File: src/rtl/mdio_cmd_pkg.sv
package mdio_cmd_pkg;

   localparam int CMD_W   = 32;
   localparam int DATA_W  = 16;
   localparam int ADDR_W  = 5;
   localparam int GO_POS  = 31;

   // Field order follows the command word from bit 29 down to bit 0
   typedef struct packed {
      logic [ADDR_W-1:0] ra;    // register or device address
      logic [ADDR_W-1:0] phy;   // port address
      logic [1:0]        op;    // opcode
      logic [1:0]        st;    // start code
      logic [DATA_W-1:0] data;  // data / address payload
   } mdio_fields_t;

   localparam int FIELDS_W = $bits(mdio_fields_t);

   // Opcode bit 1 marks a frame whose data half comes from the responder
   function automatic logic op_is_read(input logic [1:0] op);
      return op[1];
   endfunction

endpackage

File: src/rtl/mdio_mdc_gen.sv
module mdio_mdc_gen #(
   parameter int DIV_HALF = 4
) (
   input  logic clk,
   input  logic rst_n,
   input  logic run,
   output logic mdc,
   output logic rise_stb,
   output logic fall_stb
);

   logic tick;

   generate
      if (DIV_HALF < 1) begin : g_bad_div
         $error("mdio_mdc_gen: DIV_HALF must be at least 1");
      end

      if (DIV_HALF == 1) begin : g_div_direct
         assign tick = run;
      end else begin : g_div_count
         localparam int CW = $clog2(DIV_HALF);
         logic [CW-1:0] cnt;

         always_ff @(posedge clk or negedge rst_n) begin
            if (!rst_n)
               cnt <= '0;
            else if (!run || tick)
               cnt <= '0;
            else
               cnt <= cnt + 1'b1;
         end

         assign tick = run && (cnt == CW'(DIV_HALF - 1));
      end
   endgenerate

   always_ff @(posedge clk or negedge rst_n) begin
      if (!rst_n)
         mdc <= 1'b0;
      else if (!run)
         mdc <= 1'b0;
      else if (tick)
         mdc <= ~mdc;
   end

   assign rise_stb = tick && !mdc;
   assign fall_stb = tick && mdc;

   // clock held low whenever no frame runs
   p_mdc_idle_r4: assert property (@(posedge clk) disable iff (!rst_n)
      !run |=> !mdc);

endmodule

File: src/rtl/mdio_frame_eng.sv
module mdio_frame_eng
   import mdio_cmd_pkg::*;
#(
   parameter int PRE_LEN = 32
) (
   input  logic                clk,
   input  logic                rst_n,
   input  logic                start,
   input  mdio_fields_t        fields,
   input  logic                rise_stb,
   input  logic                fall_stb,
   input  logic                mdio_i,
   output logic                run,
   output logic                mdio_o,
   output logic                mdio_oe,
   output logic                done,
   output logic                done_rd,
   output logic [DATA_W-1:0]   rd_data
);

   localparam int FLEN    = PRE_LEN + 32;
   localparam int IW      = $clog2(FLEN);
   localparam int TA_IDX  = PRE_LEN + 14;
   localparam int DAT_IDX = PRE_LEN + 16;

   generate
      if (PRE_LEN < 1) begin : g_bad_pre
         $error("mdio_frame_eng: PRE_LEN must be at least 1");
      end
   endgenerate

   logic [FLEN-1:0] sh;
   logic [IW-1:0]   idx;
   logic            is_rd;
   logic [1:0]      ta_bits;

   assign ta_bits = op_is_read(fields.op) ? 2'b11 : 2'b10;
   assign done    = run && fall_stb && (idx == IW'(FLEN - 1));
   assign done_rd = done && is_rd;

   always_ff @(posedge clk or negedge rst_n) begin
      if (!rst_n) begin
         sh      <= '0;
         idx     <= '0;
         is_rd   <= 1'b0;
         run     <= 1'b0;
         rd_data <= '0;
      end else if (start && !run) begin
         sh    <= {{PRE_LEN{1'b1}}, fields.st, fields.op, fields.phy,
                   fields.ra, ta_bits, fields.data};
         idx   <= '0;
         is_rd <= op_is_read(fields.op);
         run   <= 1'b1;
      end else if (run) begin
         if (rise_stb && is_rd && (idx >= IW'(DAT_IDX)))
            rd_data <= {rd_data[DATA_W-2:0], mdio_i};
         if (fall_stb) begin
            sh  <= {sh[FLEN-2:0], 1'b0};
            idx <= idx + 1'b1;
            if (done)
               run <= 1'b0;
         end
      end
   end

   assign mdio_o  = sh[FLEN-1];
   assign mdio_oe = run && !(is_rd && (idx >= IW'(TA_IDX)));

   // the driven value moves only on a falling clock edge
   p_mdo_fall_only_r5: assert property (@(posedge clk) disable iff (!rst_n)
      (run && !fall_stb) |=> $stable(mdio_o));

   // a read lets go of the line once the first turnaround bit begins
   p_release_ta_r6: assert property (@(posedge clk) disable iff (!rst_n)
      (run && is_rd && fall_stb && (idx == IW'(TA_IDX - 1))) |=> !mdio_oe);

endmodule

File: src/rtl/mdio_cmd_ctrl.sv
module mdio_cmd_ctrl
   import mdio_cmd_pkg::*;
#(
   parameter int DIV_HALF = 4,
   parameter int PRE_LEN  = 32
) (
   input  logic        clk,
   input  logic        rst_n,
   input  logic        reg_wr_en,
   input  logic [31:0] reg_wr_data,
   output logic [31:0] reg_rd_data,
   output logic        mdc,
   output logic        mdio_o,
   output logic        mdio_oe,
   input  logic        mdio_i
);

   mdio_fields_t      fld;
   mdio_fields_t      wr_fld;
   logic              busy;
   logic              go;
   logic              run;
   logic              rise_stb;
   logic              fall_stb;
   logic              eng_done;
   logic              eng_done_rd;
   logic [DATA_W-1:0] eng_rd_data;
   logic              unused_bit30;

   assign unused_bit30 = reg_wr_data[30];
   assign wr_fld       = mdio_fields_t'(reg_wr_data[FIELDS_W-1:0]);
   assign go           = reg_wr_en && !busy && reg_wr_data[GO_POS];

   always_ff @(posedge clk or negedge rst_n) begin
      if (!rst_n) begin
         fld  <= '0;
         busy <= 1'b0;
      end else if (reg_wr_en && !busy) begin
         fld  <= wr_fld;
         busy <= reg_wr_data[GO_POS];
      end else if (eng_done) begin
         busy <= 1'b0;
         if (eng_done_rd)
            fld.data <= eng_rd_data;
      end
   end

   assign reg_rd_data = {busy, 1'b0, fld};

   mdio_mdc_gen #(.DIV_HALF(DIV_HALF)) u_mdc (
      .clk      (clk),
      .rst_n    (rst_n),
      .run      (run),
      .mdc      (mdc),
      .rise_stb (rise_stb),
      .fall_stb (fall_stb)
   );

   mdio_frame_eng #(.PRE_LEN(PRE_LEN)) u_eng (
      .clk      (clk),
      .rst_n    (rst_n),
      .start    (go),
      .fields   (wr_fld),
      .rise_stb (rise_stb),
      .fall_stb (fall_stb),
      .mdio_i   (mdio_i),
      .run      (run),
      .mdio_o   (mdio_o),
      .mdio_oe  (mdio_oe),
      .done     (eng_done),
      .done_rd  (eng_done_rd),
      .rd_data  (eng_rd_data)
   );

   // a field write with the go bit low leaves the block idle
   p_start_only_go_r3: assert property (@(posedge clk) disable iff (!rst_n)
      (reg_wr_en && !busy && !reg_wr_data[GO_POS]) |=> !busy);

   // busy holds until the engine reports the end of the frame
   p_busy_hold_r2: assert property (@(posedge clk) disable iff (!rst_n)
      (busy && !eng_done) |=> busy);

   // fields cannot change in the middle of a frame
   p_ignore_busy_r8: assert property (@(posedge clk) disable iff (!rst_n)
      (busy && !eng_done) |=> $stable(reg_rd_data[29:0]));

   // idle means line released and clock low
   p_idle_quiet_r9: assert property (@(posedge clk) disable iff (!rst_n)
      !busy |-> (!mdio_oe && !mdc));

endmodule

File: config.mk
export PLATFORM = sky130hd
export DESIGN_NAME = mdio_cmd_ctrl
export DESIGN_NICKNAME = d
export VERILOG_FILES = /design/src/rtl/mdio_cmd_pkg.sv /design/src/rtl/mdio_mdc_gen.sv /design/src/rtl/mdio_frame_eng.sv /design/src/rtl/mdio_cmd_ctrl.sv
export SDC_FILE = /design/constraint.sdc
export NUM_CORES = 1
export LEC_CHECK = 0
export BUFFER_PORTS_ARGS = -buffer_cell sky130_fd_sc_hd__buf_2
export CORE_MARGIN = 4
export CORE_UTILIZATION = 51
export CTS_CLUSTER_SIZE = 40
export DETAILED_ROUTE_END_ITERATION = 10
export PLACE_DENSITY_LB_ADDON = 0.15
export SYNTH_ARGS = -nofsm -noshare
export SYNTH_HDL_FRONTEND = slang
export SYNTH_SLANG_ARGS = --single-unit
File: constraint.sdc
create_clock -name clk -period 1.55 [get_ports clk]
set_input_delay 0.465 -clock clk [delete_from_list [all_inputs] [get_ports clk]]
set_output_delay 0.465 -clock clk [all_outputs]
set_load 0.05 [all_outputs]
==> impl_results.md, run 1 <==
* Setup crit end: mdio_oe
* Cells after Synth at roughly 510
* Max IR drop VDD at 0.905 mV
* Cell Area, Synth at about 5200 sq um
* CTS H-tree lvls at 4
* Proportion of layout cells with a drive suffix above 1 at between 30 and 40%
* Die area at approximately 12000 sq um
* Lkg Pwr at ~0.0032 uW
* Worst Path Max Fanout at 2
* CP max-delay cell: dfrtp_1
* Number of global-route vias before repair at between 4000 and 5000
* CP Launch Point: u_eng.idx[0]
* Initial Util at 53.0%
* TritonCTS clock tree: built
* R2r startpoint: u_mdc.g_div_count.cnt[0]
* Setup ws final at -0.673 ns
* Register-to-Register Setup Slack at about 0.010 ns
* Crit share post-route at 143%
* Synth cell types at 35
* Ys flop type: dfrtp_1
* Failing checks: negative setup slack
* DR WL/cell at ~16 microns
* Clock transition at path regs at 0.06 ns
* Hold_ws at ~0.18 ns
* # DRC at 0
* Syn_nets at around 540
* TNS Setup at -0.695 ns
* Mapped Avg Cell Area at 10.4 sq um
* GP Congestion at ~0.86
* Synth area leader: dfrtp_1
* Initial antenna violation count at 0
* Worst EP required at roughly 1.1 ns
* Longest Clk Path Bufs at 2
* RSZ-0062 raised after global routing: yes
* Worst Min Path Start: mdio_i
* Pin count of the biggest net entering global routing at 47
* Final core occ at between 60% and 70%
* Worst reg2reg endpoint: reg_rd_data[4]
* Startpoint types: register
* Detail Route Antenna Nets at 0
* # nets final at roughly 620
* CTS root buf: clkbuf_8
* Worst Hold Class: primary input to register
* Worst Setup End Kind: output pin
* Dpl cell area at 6000 sq um
* Endpoints failing hold at 0
* Yosys warnings at 0
* Vias/cell at between 5 and 6
* Clk_lat worst skew at between 0.5 and 0.6 ns
* Global Route Usage Sum at between 20% and 30%
* Row count at 36
* Post-DP HPWL at 7620 microns
* Die width at around 110 microns
* Crit path largest cell delay at 0.36 ns
* First-pass GRT wire length at between 15000 and 20000 microns
* Slew Viols, Final at 0
* Sequential element share of the synthesized area at about three fifths
* Num ports at 71
* CTS buffer count at 17
* Layout area overhead at 30.9%
* DR pass1 iterations at 5
* WS Path Type: register to output pin
* Clock period minus worst slack at 2.22 ns
* Most frequent cells after synthesis: dfrtp_1, nand2_1, nand3_1, mux2_2, buf_2
* Highest clock rate at about 450 MHz
* Total core area at 9910 sq um
* Die H at about 110 microns
* Port Buf Inserts at a little under 70
* # diodes at 0
* Worst Path Arrival at between 1.5 and 2 ns
* Yosys top cell area share at 58.2%
* Pwr/cell area at around 1900 nW/um^2
* Remaining Overflow, GRT at 0
* Fillers at ~770
* Initial DRC count at approximately 260
* Dominant cells by area after synthesis: dfrtp_1, nand2_1, mux2_2
* Clk sinks at 122
* R2r worst-path depth at 5
* Post-route cell area at 6870 sq um
* Final setup violating endpoints at 3
* Status: complete, but fails checks
* Hold path depth at 2
* Count leader, synth: dfrtp_1
* CP Cell Sequence: inv_2, ha_2, o211a_1, o211ai_1, and2_4, buf_8
* Clock skew at around 0.0041 ns
* Async S/R FF share, synth at between 90% and 100%
* Maxcap violations at 0
* #FFs+latches synth at approximately 120
* EDFF count, synth at 0
* Final Routed Wirelength at between 10000 and 15000 microns
* Vias at ~4200
==> worst max-delay path, delay by kind of cell, from the launching register on <==
| kind | cells | cell delay, ns |
|---|---|---|
| AND/OR/NAND/NOR | 1 | 0.17 |
| AO/OA/AOI/OAI | 2 | 0.37 |
| buffers and inverters | 2 | 0.19 |
| adder cells (fa/ha/maj) | 1 | 0.17 |
| flip-flops | 1 | 0.36 |
==> metrics by stage <==
step	instances	setup WS [ns]	total power [uW]
3_5_place_dp	690	-0.284	8480
4_1_cts	728	-0.732	12800
6_report	731	-0.673	12800
3_3_place_gp	690	-0.248	8330
2_1_floorplan	505	-0.0997	7400
5_1_grt	731	-0.777	13500
==> power by group <==
| part | internal [uW] | leakage, uW | switching [uW] |
|---|---|---|---|
| Sequential | 4340 | 0.00143 | 720 |
| Clock | 2280 | 0.000262 | 1450 |
| Combinational | 1660 | 0.00151 | 2310 |
==> state kept, by name, indices dropped and copies added, names as in the netlist <==
signal                 flops
u_mdc.mdc                  1
u_mdc.g_div_count.cnt      2
busy                       1
u_eng.sh                  64
reg_rd_data               30
u_eng.run                  1
u_eng.is_rd                1
u_eng.rd_data             16
u_eng.idx                  6
==> how the worst min path moves through the flow <==
stage,end,slack (ns)
2_1_floorplan,busy,0.17
3_3_place_gp,reg_rd_data[21],0.32
3_5_place_dp,reg_rd_data[21],0.32
4_1_cts,u_eng.rd_data[0],0.16
5_1_grt,u_eng.rd_data[0],0.17
6_report,u_eng.rd_data[0],0.18
==> kinds of logic after synthesis <==
| kind of cell | count (synthesis) | share of synthesized area, % |
|---|---|---|
| AO/OA/AOI/OAI | 73 | 9.70 |
| buffers and inverters | 45 | 4.34 |
| AND/OR/NAND/NOR | 228 | 20.0 |
| adder cells (fa/ha/maj) | 3 | 0.715 |
| other | 1 | 0.0714 |
| multiplexers | 31 | 6.63 |
| XOR/XNOR | 2 | 0.334 |
| flip-flops | 122 | 58.2 |
==> area by class of cell <==
cell class / instances / area, sq um / area share [%]
clock buffers: 17 / 414 / 6.03
clock inverters: 15 / 151 / 2.20
inverters: 1 / 3.75 / 0.0546
multi-input cells: 338 / 2030 / 29.5
flip-flops and latches: 122 / 3060 / 44.5
well taps: 133 / 166 / 2.42
repair buffers: 105 / 1050 / 15.3
==> cell usage in the layout, fill, tap and decap left out, types with 18 or more instances in the layout <==
| master | instances |
|---|---|
| a22oi_1 | 26 |
| a31oi_1 | 19 |
| buf_2 | 33 |
| buf_4 | 20 |
| buf_6 | 33 |
| dfrtp_1 | 119 |
| mux2_2 | 30 |
| nand2_1 | 111 |
| nand3_1 | 61 |
| nand4_1 | 18 |
| nor2_1 | 20 |
==> routing by layer <==
metal	GRT usage, %	part of all wire [%]	routed length, microns
met5	0	0	0
met4	7.84	1.6	190
met2	33.5	49	5870
met3	5.81	4.5	535
met1	29.0	45	5380
==> repair_timing <==
item,4_1_cts,5_1_grt
hold endpoints to repair,5,0
buffers inserted,5,3
pin swaps,3,3
gates cloned,0,0
setup endpoints to repair,34,77
hold buffers,1,0
gates resized for setup,72,4
(Power assumes the default switching activity.)
==> run 2: changes to the inputs <==
--- a/config.mk
+++ b/config.mk
@@ -6,11 +6,13 @@
 export NUM_CORES = 1
 export LEC_CHECK = 0
 export BUFFER_PORTS_ARGS = -buffer_cell sky130_fd_sc_hd__buf_2
+export CORE_ASPECT_RATIO = 0.5
 export CORE_MARGIN = 4
 export CORE_UTILIZATION = 51
 export CTS_CLUSTER_SIZE = 40
 export DETAILED_ROUTE_END_ITERATION = 10
 export PLACE_DENSITY_LB_ADDON = 0.15
+export SKIP_LAST_GASP = 1
 export SYNTH_ARGS = -nofsm -noshare
 export SYNTH_HDL_FRONTEND = slang
 export SYNTH_SLANG_ARGS = --single-unit
==> run 2 against run 1 <==
  * The flow still finishes with violations (negative setup slack)
  * Wire length is 17% higher
  * Global-route usage rose by 0.68 points
  * Setup slack improved by 0.056 ns
  * Register-to-register slack worse by 0.05 ns
  * Clock power up 1%
  * Fmax grew 2.6%
  * Final cell count rose by 1.4%
  * Critical path type unchanged
  * Largest power group unchanged
==> impl_results.md, run 2 (synthesis gave the netlist of run 1 again) <==
* CP Cell Sequence: inv_2, ha_2, o211a_1, o211ai_1, and2_4, buf_8
* DR pass1 iterations at 6 (+1)
* Worst Path Max Fanout at 2 (unchanged)
* Failing checks: negative setup slack
* Crit path largest cell delay at 0.36 ns (about the same)
* Layout area overhead at 34.4%
* TritonCTS clock tree: built
* Max reg flops at 64 (unchanged)
* RSZ-0062 raised after global routing: yes
* Pwr Total at 12700 uW (-0.35%)
* Largest Register: u_eng.sh
* CTS buffer count at 17 (unchanged)
* Clk_lat worst skew at 0.41 ns (-0.10 ns)
* Worst EP required at 1.08 ns (about the same)
* Post-DP HPWL at 7590 microns (-0.45%)
* Max IR drop VDD at 1.03 mV (+14%)
* Longest Clk Path Bufs at 2 (unchanged)
* Lkg Pwr at 0.00324 uW (+0.96%)
* Global Route Usage Sum at 22.2% (+0.68 points)
* Final setup violating endpoints at 13 (+10)
* Worst Setup End Kind: output pin
* WS Path Type: register to output pin
* Fillers at 645 (-16%)
* Final Routed Wirelength at 14000 microns (+17%)
* Pwr/cell area at 1800 nW/um^2 (-2.9%)
* CTS H-tree lvls at 4 (unchanged)
* Proportion of layout cells with a drive suffix above 1 at 33.8% (+3.2 points)
* First-pass GRT wire length at 20700 microns (+3.6%)
* DR WL/cell at 18.9 microns (+15%)
* Num ports at 71 (unchanged)
* Clock skew at 0.00670 ns (+0.00262 ns)
* Slew Viols, Final at 0 (unchanged)
* Initial DRC count at 461 (+80%)
* Clk sinks at 122 (unchanged)
* GP Congestion at 0.808 (-5.8%)
* Maxcap violations at 0 (unchanged)
* Vias/cell at 5.84 (+2.3%)
* Pin count of the biggest net entering global routing at 40 (-15%)
* Commonest non-fill, non-tap cell in the layout: dfrtp_1
* Setup ws final at -0.618 ns (+0.0559 ns)
* Vias at 4325 (+3.7%)
* TNS Setup at -0.723 ns (-0.0284 ns)
* Die width at 151 microns (+38%)
* WP buf/inv at 2 (unchanged)
* Clock transition at path regs at 0.05 ns (about the same)
* Initial antenna violation count at 0 (unchanged)
* Die area at 12100 sq um (+0.82%)
* Worst Path Arrival at 1.70 ns (-0.06 ns)
* Die H at 79.7 microns (-27%)
* # nets final at 632 (+1.3%)
* Worst Hold Class: primary input to register
* Most frequent cells in the layout: dfrtp_1, nand2_1, buf_2, nand3_1, mux2_2
* CP max-delay cell: dfrtp_1
* Startpoint types: register
* Critical path's top delay family: compound AO/OA/AOI/OAI gates
* Crit share post-route at 140% (-3.6 points)
* Highest clock rate at 461 MHz (+2.6%)
* Clock period minus worst slack at 2.17 ns (-0.0559 ns)
* Detail Route Antenna Nets at 0 (unchanged)
* CTS root buf: clkbuf_16
* # DRC at 0 (unchanged)
* Endpoints failing hold at 0 (unchanged)
* Number of global-route vias before repair at 4116 (+0.68%)
* Status: complete, but fails checks
* Row count at 25 (-31%)
* # diodes at 0 (unchanged)
* Total core area at 9730 sq um (-1.8%)
* Remaining Overflow, GRT at 0 (unchanged)
* Port Buf Inserts at 68 (unchanged)
* Initial Util at 54.0% (+0.99 points)
[run 2: cell types whose count changed in the layout (fill, tap and decap cells not counted), moves of 6 or more]
cell	delta
buf_2	+30
buf_6	-26
clkbuf_1	+6
clkbuf_16	+6
o31ai_1	-16
o31ai_4	+12
[run 2: repair_timing]
item | CTS | global route
pin swaps | 0 | 24
endpoints found under the hold margin | 19 | 0
resized for setup | 9 | 44
setup endpoints to repair | 13 | 71
cloned | 1 | 7
hold buffers | 1 | 0
buffers inserted | 0 | 10
[run 2: metrics by stage]
stage	instances	hold slack, ns	setup slack, ns	util, %	instance area, sq um
4_1_cts	725	0.292	-0.585	67.8	6600
6_report	741	0.299	-0.618	72.5	7060
2_1_floorplan	505	0.169	-0.0997	-	5260
3_5_place_dp	691	0.420	-0.243	61.4	5970
3_3_place_gp	691	0.415	-0.236	61.4	5970
5_1_grt	741	0.289	-0.691	72.5	7060
[run 2: area by class of cell]
class                   count  area, sq um  area share, %
flip-flops and latches    122         3060           43.3
well taps                 135          169           2.39
multi-input cells         338         2250           32.0
repair buffers            113         1010           14.4
clock buffers              24          462           6.54
clock inverters             8         95.1           1.35
inverters                   1         3.75         0.0532
[run 2: worst register-to-register path: cells and delay by family (launching register included)]
family          cells  cell delay, ns
simple gates        2            0.47
buf+inv             3            0.41
compound gates      1            0.14
fa+ha+maj           1            0.15
flops               1            0.36
[run 2: worst paths after layout]
kind                                 start              end  slack, ns  cells after the start
setup / recovery              u_eng.idx[0]          mdio_oe      -0.62                      6
hold / removal             reg_wr_data[17]     u_eng.sh[31]       0.30                      3
setup reg to reg              u_eng.idx[0]     u_eng.idx[4]      -0.04                      7
hold reg to reg               u_eng.sh[30]     u_eng.sh[31]       0.49                      2
max in group asynchronous            rst_n        u_eng.run       0.48                      3
min in group asynchronous            rst_n  reg_rd_data[23]       0.52                      2
[run 2: power breakdown]
group / switching [uW] / internal (uW)
Combinational: 2370 / 1450
Clock: 1370 / 2400
Sequential: 794 / 4340
Total: 4530 / 8190
[run 2: per-layer routing]
metal / track usage, % / part of all wire, % / vias to the layer above
met4: 7.32 / 1.4 / 0
met2: 33.2 / 46 / 161
met1: 31.5 / 46 / 2174
met5: 0 / 0 / -
li1: - / - / 1970
met3: 5.90 / 6.7 / 20
